`config.mk`:
```
export PLATFORM = sky130hd
export DESIGN_NAME = req_router
export DESIGN_NICKNAME = d
export VERILOG_FILES = /design/src/rtl/rr_pkg.sv /design/src/rtl/rr_desc_bank.sv /design/src/rtl/rr_match.sv /design/src/rtl/rr_out_stage.sv /design/src/rtl/req_router.sv
export SDC_FILE = /design/constraint.sdc
export NUM_CORES = 1
export LEC_CHECK = 0
export BUFFER_PORTS_ARGS = -buffer_cell sky130_fd_sc_hd__buf_2
export CORE_ASPECT_RATIO = 1.25
export CORE_MARGIN = 2
export CORE_UTILIZATION = 41
export CTS_BUF_LIST = sky130_fd_sc_hd__clkbuf_2 sky130_fd_sc_hd__clkbuf_4 sky130_fd_sc_hd__clkbuf_8
export DETAILED_ROUTE_END_ITERATION = 7
export PLACE_DENSITY = 0.6
export SETUP_SLACK_MARGIN = 0.4
export SLEW_MARGIN = 0
export SYNTH_ARGS = -nofsm -noshare
export SYNTH_HDL_FRONTEND = slang
export SYNTH_SLANG_ARGS = --single-unit
export TNS_END_PERCENT = 30
```
`constraint.sdc`:
```
create_clock -name clk -period 2.1 [get_ports clk]
set_input_delay 0.21 -clock clk [delete_from_list [all_inputs] [get_ports clk]]
set_output_delay 0.21 -clock clk [all_outputs]
set_load 0.1 [all_outputs]
```
`src/rtl/rr_pkg.sv`:
```
package rr_pkg;
  typedef enum logic {SP_MEM = 1'b0, SP_IO = 1'b1} space_e;
  localparam logic [15:0] HOLE_BLOCK = 16'h01F0;
  localparam logic [15:0] HOLE_SINGLE = 16'h03F6;
endpackage

```
`src/rtl/rr_desc_bank.sv`:
```
module rr_desc_bank #(
  parameter int ADDR_W = 16,
  parameter int NUM_DESC = 4,
  parameter int PORT_W = 2,
  localparam int DIDX_W = (NUM_DESC > 1) ? $clog2(NUM_DESC) : 1
) (
  input  logic                              clk,
  input  logic                              rst_n,
  input  logic                              cfg_we,
  input  logic [DIDX_W-1:0]                 cfg_idx,
  input  logic                              cfg_en,
  input  logic                              cfg_io,
  input  logic [ADDR_W-1:0]                 cfg_base,
  input  logic [ADDR_W-1:0]                 cfg_mask,
  input  logic [PORT_W-1:0]                 cfg_port,
  input  logic                              hole_we,
  input  logic                              hole_en_in,
  output logic [NUM_DESC-1:0]               d_en,
  output logic [NUM_DESC-1:0]               d_io,
  output logic [NUM_DESC-1:0][ADDR_W-1:0]   d_base,
  output logic [NUM_DESC-1:0][ADDR_W-1:0]   d_mask,
  output logic [NUM_DESC-1:0][PORT_W-1:0]   d_port,
  output logic                              hole_en
);
  logic hole_d;

  always_comb begin
    hole_d = hole_en;
    if (hole_we) hole_d = hole_en_in;
  end

  always_ff @(posedge clk or negedge rst_n) begin
    if (!rst_n) hole_en <= 1'b1;
    else        hole_en <= hole_d;
  end

  for (genvar i = 0; i < NUM_DESC; i++) begin : g_desc
    logic wr;
    assign wr = cfg_we && (cfg_idx == DIDX_W'(i));

    always_ff @(posedge clk or negedge rst_n) begin
      if (!rst_n) begin
        d_en[i]   <= 1'b0;
        d_io[i]   <= 1'b0;
        d_base[i] <= '0;
        d_mask[i] <= '0;
        d_port[i] <= '0;
      end else if (wr) begin
        d_en[i]   <= cfg_en;
        d_io[i]   <= cfg_io;
        d_base[i] <= cfg_base;
        d_mask[i] <= cfg_mask;
        d_port[i] <= cfg_port;
      end
    end
  end
endmodule

```
`src/rtl/rr_match.sv`:
```
module rr_match
  import rr_pkg::*;
#(
  parameter int ADDR_W = 16,
  parameter int NUM_DESC = 4,
  parameter int PORT_W = 2,
  parameter int SRC_W = 3,
  parameter logic [(1<<SRC_W)-1:0] MASTER_MASK = '0,
  parameter int DEFAULT_PORT = 0,
  parameter int BRIDGE_PORT = 1,
  parameter int DISK_PORT = 2
) (
  input  logic [ADDR_W-1:0]                 addr,
  input  logic                              io,
  input  logic [SRC_W-1:0]                  src,
  input  logic [NUM_DESC-1:0]               d_en,
  input  logic [NUM_DESC-1:0]               d_io,
  input  logic [NUM_DESC-1:0][ADDR_W-1:0]   d_base,
  input  logic [NUM_DESC-1:0][ADDR_W-1:0]   d_mask,
  input  logic [NUM_DESC-1:0][PORT_W-1:0]   d_port,
  input  logic                              hole_en,
  output logic [PORT_W-1:0]                 port
);
  localparam logic [ADDR_W-1:0] BLK = ADDR_W'(HOLE_BLOCK);
  localparam logic [ADDR_W-1:0] SGL = ADDR_W'(HOLE_SINGLE);

  logic [NUM_DESC-1:0] hit;
  logic hole_hit;

  for (genvar i = 0; i < NUM_DESC; i++) begin : g_cmp
    assign hit[i] = d_en[i] && (d_io[i] == io) &&
                    ((addr & d_mask[i]) == (d_base[i] & d_mask[i]));
  end

  assign hole_hit = hole_en && (io == SP_IO) &&
                    (((addr >> 3) == (BLK >> 3)) || (addr == SGL));

  always_comb begin
    port = PORT_W'(DEFAULT_PORT);
    for (int i = NUM_DESC - 1; i >= 0; i--) begin
      if (hit[i]) port = d_port[i];
    end
    if (hole_hit) port = PORT_W'(DISK_PORT);
    if (MASTER_MASK[src]) port = PORT_W'(BRIDGE_PORT);
  end
endmodule

```
`src/rtl/rr_out_stage.sv`:
```
module rr_out_stage #(
  parameter int ADDR_W = 16,
  parameter int NUM_PORTS = 4,
  parameter int PORT_W = 2,
  parameter int SRC_W = 3
) (
  input  logic                 clk,
  input  logic                 rst_n,
  input  logic                 in_valid,
  output logic                 in_ready,
  input  logic [PORT_W-1:0]    in_port,
  input  logic [ADDR_W-1:0]    in_addr,
  input  logic                 in_io,
  input  logic [SRC_W-1:0]     in_src,
  output logic [NUM_PORTS-1:0] out_valid,
  input  logic [NUM_PORTS-1:0] out_ready,
  output logic [ADDR_W-1:0]    out_addr,
  output logic                 out_io,
  output logic [SRC_W-1:0]     out_src
);
  logic vld_q, vld_d, load, drain;
  logic [PORT_W-1:0] port_q;

  assign drain    = vld_q && out_ready[port_q];
  assign in_ready = !vld_q || drain;
  assign load     = in_valid && in_ready;

  always_comb begin
    vld_d = vld_q;
    if (load)       vld_d = 1'b1;
    else if (drain) vld_d = 1'b0;
  end

  always_ff @(posedge clk or negedge rst_n) begin
    if (!rst_n) vld_q <= 1'b0;
    else        vld_q <= vld_d;
  end

  always_ff @(posedge clk or negedge rst_n) begin
    if (!rst_n) begin
      port_q   <= '0;
      out_addr <= '0;
      out_io   <= 1'b0;
      out_src  <= '0;
    end else if (load) begin
      port_q   <= in_port;
      out_addr <= in_addr;
      out_io   <= in_io;
      out_src  <= in_src;
    end
  end

  always_comb begin
    for (int p = 0; p < NUM_PORTS; p++)
      out_valid[p] = vld_q && (port_q == PORT_W'(p));
  end
endmodule

```
`src/rtl/req_router.sv`:
```
module req_router #(
  parameter int ADDR_W = 16,
  parameter int NUM_DESC = 4,
  parameter int NUM_PORTS = 4,
  parameter int SRC_W = 3,
  parameter logic [(1<<SRC_W)-1:0] MASTER_MASK = 8'b0011_1110,
  parameter int DEFAULT_PORT = 0,
  parameter int BRIDGE_PORT = 1,
  parameter int DISK_PORT = 2,
  localparam int PORT_W = (NUM_PORTS > 1) ? $clog2(NUM_PORTS) : 1,
  localparam int DIDX_W = (NUM_DESC > 1) ? $clog2(NUM_DESC) : 1
) (
  input  logic                 clk,
  input  logic                 rst_n,
  input  logic                 cfg_we,
  input  logic [DIDX_W-1:0]    cfg_idx,
  input  logic                 cfg_en,
  input  logic                 cfg_io,
  input  logic [ADDR_W-1:0]    cfg_base,
  input  logic [ADDR_W-1:0]    cfg_mask,
  input  logic [PORT_W-1:0]    cfg_port,
  input  logic                 hole_we,
  input  logic                 hole_en_in,
  input  logic                 req_valid,
  output logic                 req_ready,
  input  logic [ADDR_W-1:0]    req_addr,
  input  logic                 req_io,
  input  logic [SRC_W-1:0]     req_src,
  output logic [NUM_PORTS-1:0] out_valid,
  input  logic [NUM_PORTS-1:0] out_ready,
  output logic [ADDR_W-1:0]    out_addr,
  output logic                 out_io,
  output logic [SRC_W-1:0]     out_src
);
  logic [NUM_DESC-1:0]             d_en, d_io;
  logic [NUM_DESC-1:0][ADDR_W-1:0] d_base, d_mask;
  logic [NUM_DESC-1:0][PORT_W-1:0] d_port;
  logic                            hole_en;
  logic [PORT_W-1:0]               sel_port;

  rr_desc_bank #(.ADDR_W(ADDR_W), .NUM_DESC(NUM_DESC), .PORT_W(PORT_W)) u_bank (
    .clk(clk), .rst_n(rst_n),
    .cfg_we(cfg_we), .cfg_idx(cfg_idx), .cfg_en(cfg_en), .cfg_io(cfg_io),
    .cfg_base(cfg_base), .cfg_mask(cfg_mask), .cfg_port(cfg_port),
    .hole_we(hole_we), .hole_en_in(hole_en_in),
    .d_en(d_en), .d_io(d_io), .d_base(d_base), .d_mask(d_mask),
    .d_port(d_port), .hole_en(hole_en)
  );

  rr_match #(
    .ADDR_W(ADDR_W), .NUM_DESC(NUM_DESC), .PORT_W(PORT_W), .SRC_W(SRC_W),
    .MASTER_MASK(MASTER_MASK), .DEFAULT_PORT(DEFAULT_PORT),
    .BRIDGE_PORT(BRIDGE_PORT), .DISK_PORT(DISK_PORT)
  ) u_match (
    .addr(req_addr), .io(req_io), .src(req_src),
    .d_en(d_en), .d_io(d_io), .d_base(d_base), .d_mask(d_mask),
    .d_port(d_port), .hole_en(hole_en), .port(sel_port)
  );

  rr_out_stage #(.ADDR_W(ADDR_W), .NUM_PORTS(NUM_PORTS), .PORT_W(PORT_W),
                 .SRC_W(SRC_W)) u_out (
    .clk(clk), .rst_n(rst_n),
    .in_valid(req_valid), .in_ready(req_ready), .in_port(sel_port),
    .in_addr(req_addr), .in_io(req_io), .in_src(req_src),
    .out_valid(out_valid), .out_ready(out_ready),
    .out_addr(out_addr), .out_io(out_io), .out_src(out_src)
  );
endmodule

```
==> flow_summary_export.csv <==
group,metric,value,unit
power,vdd_drop_max,0.418,mV
logic_synthesis,synthAdderAreaFrac,0,%
placement,dpl-instance-area,8240,sq um
clocking,numCtsBuffers,17,
floorplanning,ios,93,
logic_synthesis,synth_flop_cell,"dfrtp_1",
global_routing,grt.overflow.total,0,
worst_hold_path,min_to,"u_bank.d_base[11]$_DFFE_PN0P_",
placement,io_buffer_count,92,
worst_hold_path,hp-class,"primary input to register",
final_layout,nNetsFinal,698,
logic_synthesis,synth-compound-area-share,4.99,%
global_routing,grt_max_degree,72,
setup_path,critPathBufInv,0,
sta,clock.fmax,532,MHz
sta,finalSetupViolations,0,
setup_path,r2r_cells,7,
final_layout,register_area,4210,sq um
global_routing,grt_pass1_vias,4992,
final_layout,layout_common_cells,"dfrtp_1, mux2_2, buf_2, xor2_1, clkbuf_8",
clocking,clk_latency,0.46,ns
logic_synthesis,synth_top_family_by_area,"multiplexers",
setup_path,crit_required,2.50,ns
setup_path,r2r_end,"u_out.port_q[0]$_DFFE_PN0P_",
final_layout,multi_input_area,3140,sq um
sta,hold_viol,0,
logic_synthesis,netlist_instances,526,
setup_path,slowest_stage,"dfrtp_1",
setup_path,worstPathCellList,"xor2_1 > a22o_1 > a221oi_2 > nand4_1 > nor2_2 > mux2i_1 > o221a_1",
logic_synthesis,synth_area,7440,sq um
sta,fin_crit,1.88,ns
flow_run,cap_violations,0,
global_routing,grtUsageTotal,19.6,%
logic_synthesis,muxShareOfSynthArea,25.1,%
clocking,cts_tree,"done",
clocking,cts_root_buf,"clkbuf_8",
logic_synthesis,synth_xor_area_share,8.00,%
power,powerDensity,1040,nW/um^2
power,p_total,9.30,mW
global_routing,grt_pass1_wl,28.7,mm
final_layout,syn2layout_area_growth,20.0,%
setup_path,r2r_start,"u_bank.d_base[44]$_DFFE_PN0P_",
sta,fin_skew,0.0110,ns
logic_synthesis,yosys.cell_types.count,41,
floorplanning,dieArea,19300,sq um
clocking,cts.sinks,168,
clocking,clk_pin_slew_worst_paths,0.09,ns
floorplanning,start_util,41.4,%
setup_path,critPathTopFamily,"compound AO/OA/AOI/OAI gates",
sta,max-slew-margin-rel,67.3,%
final_layout,post_route_cells_drive_above_1_share,49.5,%
logic_synthesis,seq_area_frac_synth,56.5,%
clocking,htree_levels,4,
clocking,clockBufferDepth,2,
logic_synthesis,synth_async_sr_flop_share,100,%
power,leakagePower,3.92,nW
floorplanning,num_rows,55,
sta,worst_slew_pin_slew,0.495,ns
route,drt-initial-drc-count,203,
worst_hold_path,hold_path_depth,2,
logic_synthesis,synth-edff-count,0,
logic_synthesis,avgSynthCellArea,14.1,sq um
route,wl_per_cell,20.9,um
setup_path,cp-end-kind,"register",
route,antenna_left,0,
logic_synthesis,synth_nets,594,
logic_synthesis,synth_seq_cells,168,
setup_path,path_class,"register to register",
logic_synthesis,synthSimpleGateAreaFrac,2.94,%
route,vias_per_cell,5.32,
route,dr.pass1.iters,4,
setup_path,crit_fanout,2,
route,drt-total-wl,18.2,mm
run_status,status,"finished clean",
final_layout,fin_area,8930,sq um
final_layout,fillers,1554,
route,drc,0,
placement,place_congestion,0.896,
setup_path,max_stage_delay,0.40,ns
sta,rsz0062_at_grt,"true",
floorplanning,die_x,125,um
global_routing,antenna_found_initial,0,
final_layout,layout_commonest_cell,"dfrtp_1",
worst_hold_path,worstHoldStart,"cfg_base[11]",
setup_path,regToRegSetupSlack,0.22,ns
logic_synthesis,yosys_warnings,0,
floorplanning,coreArea,18000,sq um
setup_path,startpoint_type,"register",
sta,finalCritPeriodShare,89.6,%
sta,slew_violations,0,
final_layout,n_antenna_cell,0,
placement,dpl.hpwl,12.8,mm
sta,tns,0,ns
sta,hold_slack,0.0260,ns
setup_path,critPathArrivalTime,2.28,ns
floorplanning,die_h,155,um
route,vias,4619,
[report_power, final]
group	total, mW	leakage (nW)	internal (mW)	switching (mW)
Sequential	4.24	1.98	3.87	0.372
Clock	2.44	0.208	1.30	1.14
Combinational	2.63	1.73	0.984	1.64
[stage by stage]
step / instances / worst slack, ns / utilization (%)
floorplan: 526 / 0.140 / -
global placement: 822 / 0.0296 / 45.9
detailed placement: 822 / 0.0136 / 45.9
CTS: 868 / 0.204 / 49.5
global route: 869 / 0.107 / 49.7
finish: 869 / 0.219 / 49.7
[layout make-up]
cell class,count,share of cell area (%)
clock inverters,7,1.33
flip-flops and latches,168,47.1
multi-input cells,320,35.2
well taps,228,3.19
inverters,4,0.168
repair buffers,119,9.65
clock buffers,23,3.33
[layer usage]
| layer | up-vias | GRT usage, % | part of all wire [%] |
|---|---|---|---|
| met2 | 96 | 33.9 | 52 |
| met1 | 2418 | 24.4 | 43 |
| met4 | 0 | 6.37 | 1.7 |
| met5 | - | 0 | 0 |
| met3 | 20 | 4.36 | 3.6 |
| li1 | 2085 | - | - |
[logic make-up after synthesis]
group | after synthesis
muxes | 166
and+or+nand+nor | 40
buffers and inverters | 38
xor gates and xnor gates | 68
DFF | 168
AOI/OAI and AO/OA | 46
[worst register-to-register path, stage by stage (launching register included)]
cell      delay, ns
dfrtp_1        0.40
xor2_1         0.15
a22o_1         0.27
a221oi_2       0.26
nand4_1        0.18
nor2_2         0.17
mux2i_1        0.21
o221a_1        0.19
[state kept, by name (all words and copies together) (netlist names), 2 cells and up]
register and count:
u_bank.d_base 64, u_bank.d_mask 64, u_out.out_addr 16, u_bank.d_port 8, u_bank.d_en 4, u_bank.d_io 4, u_out.out_src 3, u_out.port_q 2
[cells in the mapped netlist (2+ instances only)]
library cell,n,area (sq um)
buf_2,5,25.0
o21ai_0,4,20.0
nand4_1,8,50.1
inv_1,4,15.0
dfrtp_1,167,4180
nor3b_1,2,15.0
a21oi_1,4,20.0
xor2_1,65,569
nand3_1,3,15.0
a22oi_1,19,143
a22o_1,3,26.3
nor2_1,3,11.3
xnor2_1,3,26.3
nand3b_1,3,22.5
mux2_2,164,1850
nand2_1,11,41.3
a221oi_1,3,26.3
clkbuf_1,19,71.3
buf_6,2,22.5
nor2b_1,2,12.5
mux2i_1,2,20.0
buf_1,6,22.5
nor3_1,2,10.0
clkbuf_8,2,27.5
a222oi_1,4,40.0
[what timing repair did]
item / CTS / global route
gates resized for setup: 19 / 13
pin swaps: 7 / 3
hold endpoints to repair: 89 / 0
endpoints found under the setup margin: 26 / 27
buffers inserted: 3 / 1
hold buffers: 13 / 0
[how the worst max path moves through the flow]
stage	from	to	slack, ns	depth (start not counted)
floorplan	u_out.port_q[1]$_DFFE_PN0P_	u_out.port_q[0]$_DFFE_PN0P_	0.14	6
global placement	req_addr[12]	u_out.port_q[0]$_DFFE_PN0P_	0.03	8
detailed placement	req_addr[12]	u_out.port_q[0]$_DFFE_PN0P_	0.01	8
CTS	u_out.port_q[1]$_DFFE_PN0P_	req_ready	0.20	3
global route	u_bank.d_base[58]$_DFFE_PN0P_	u_out.port_q[1]$_DFFE_PN0P_	0.11	7
finish	u_bank.d_base[44]$_DFFE_PN0P_	u_out.port_q[0]$_DFFE_PN0P_	0.22	7
Power figures use the tool's default switching activity.
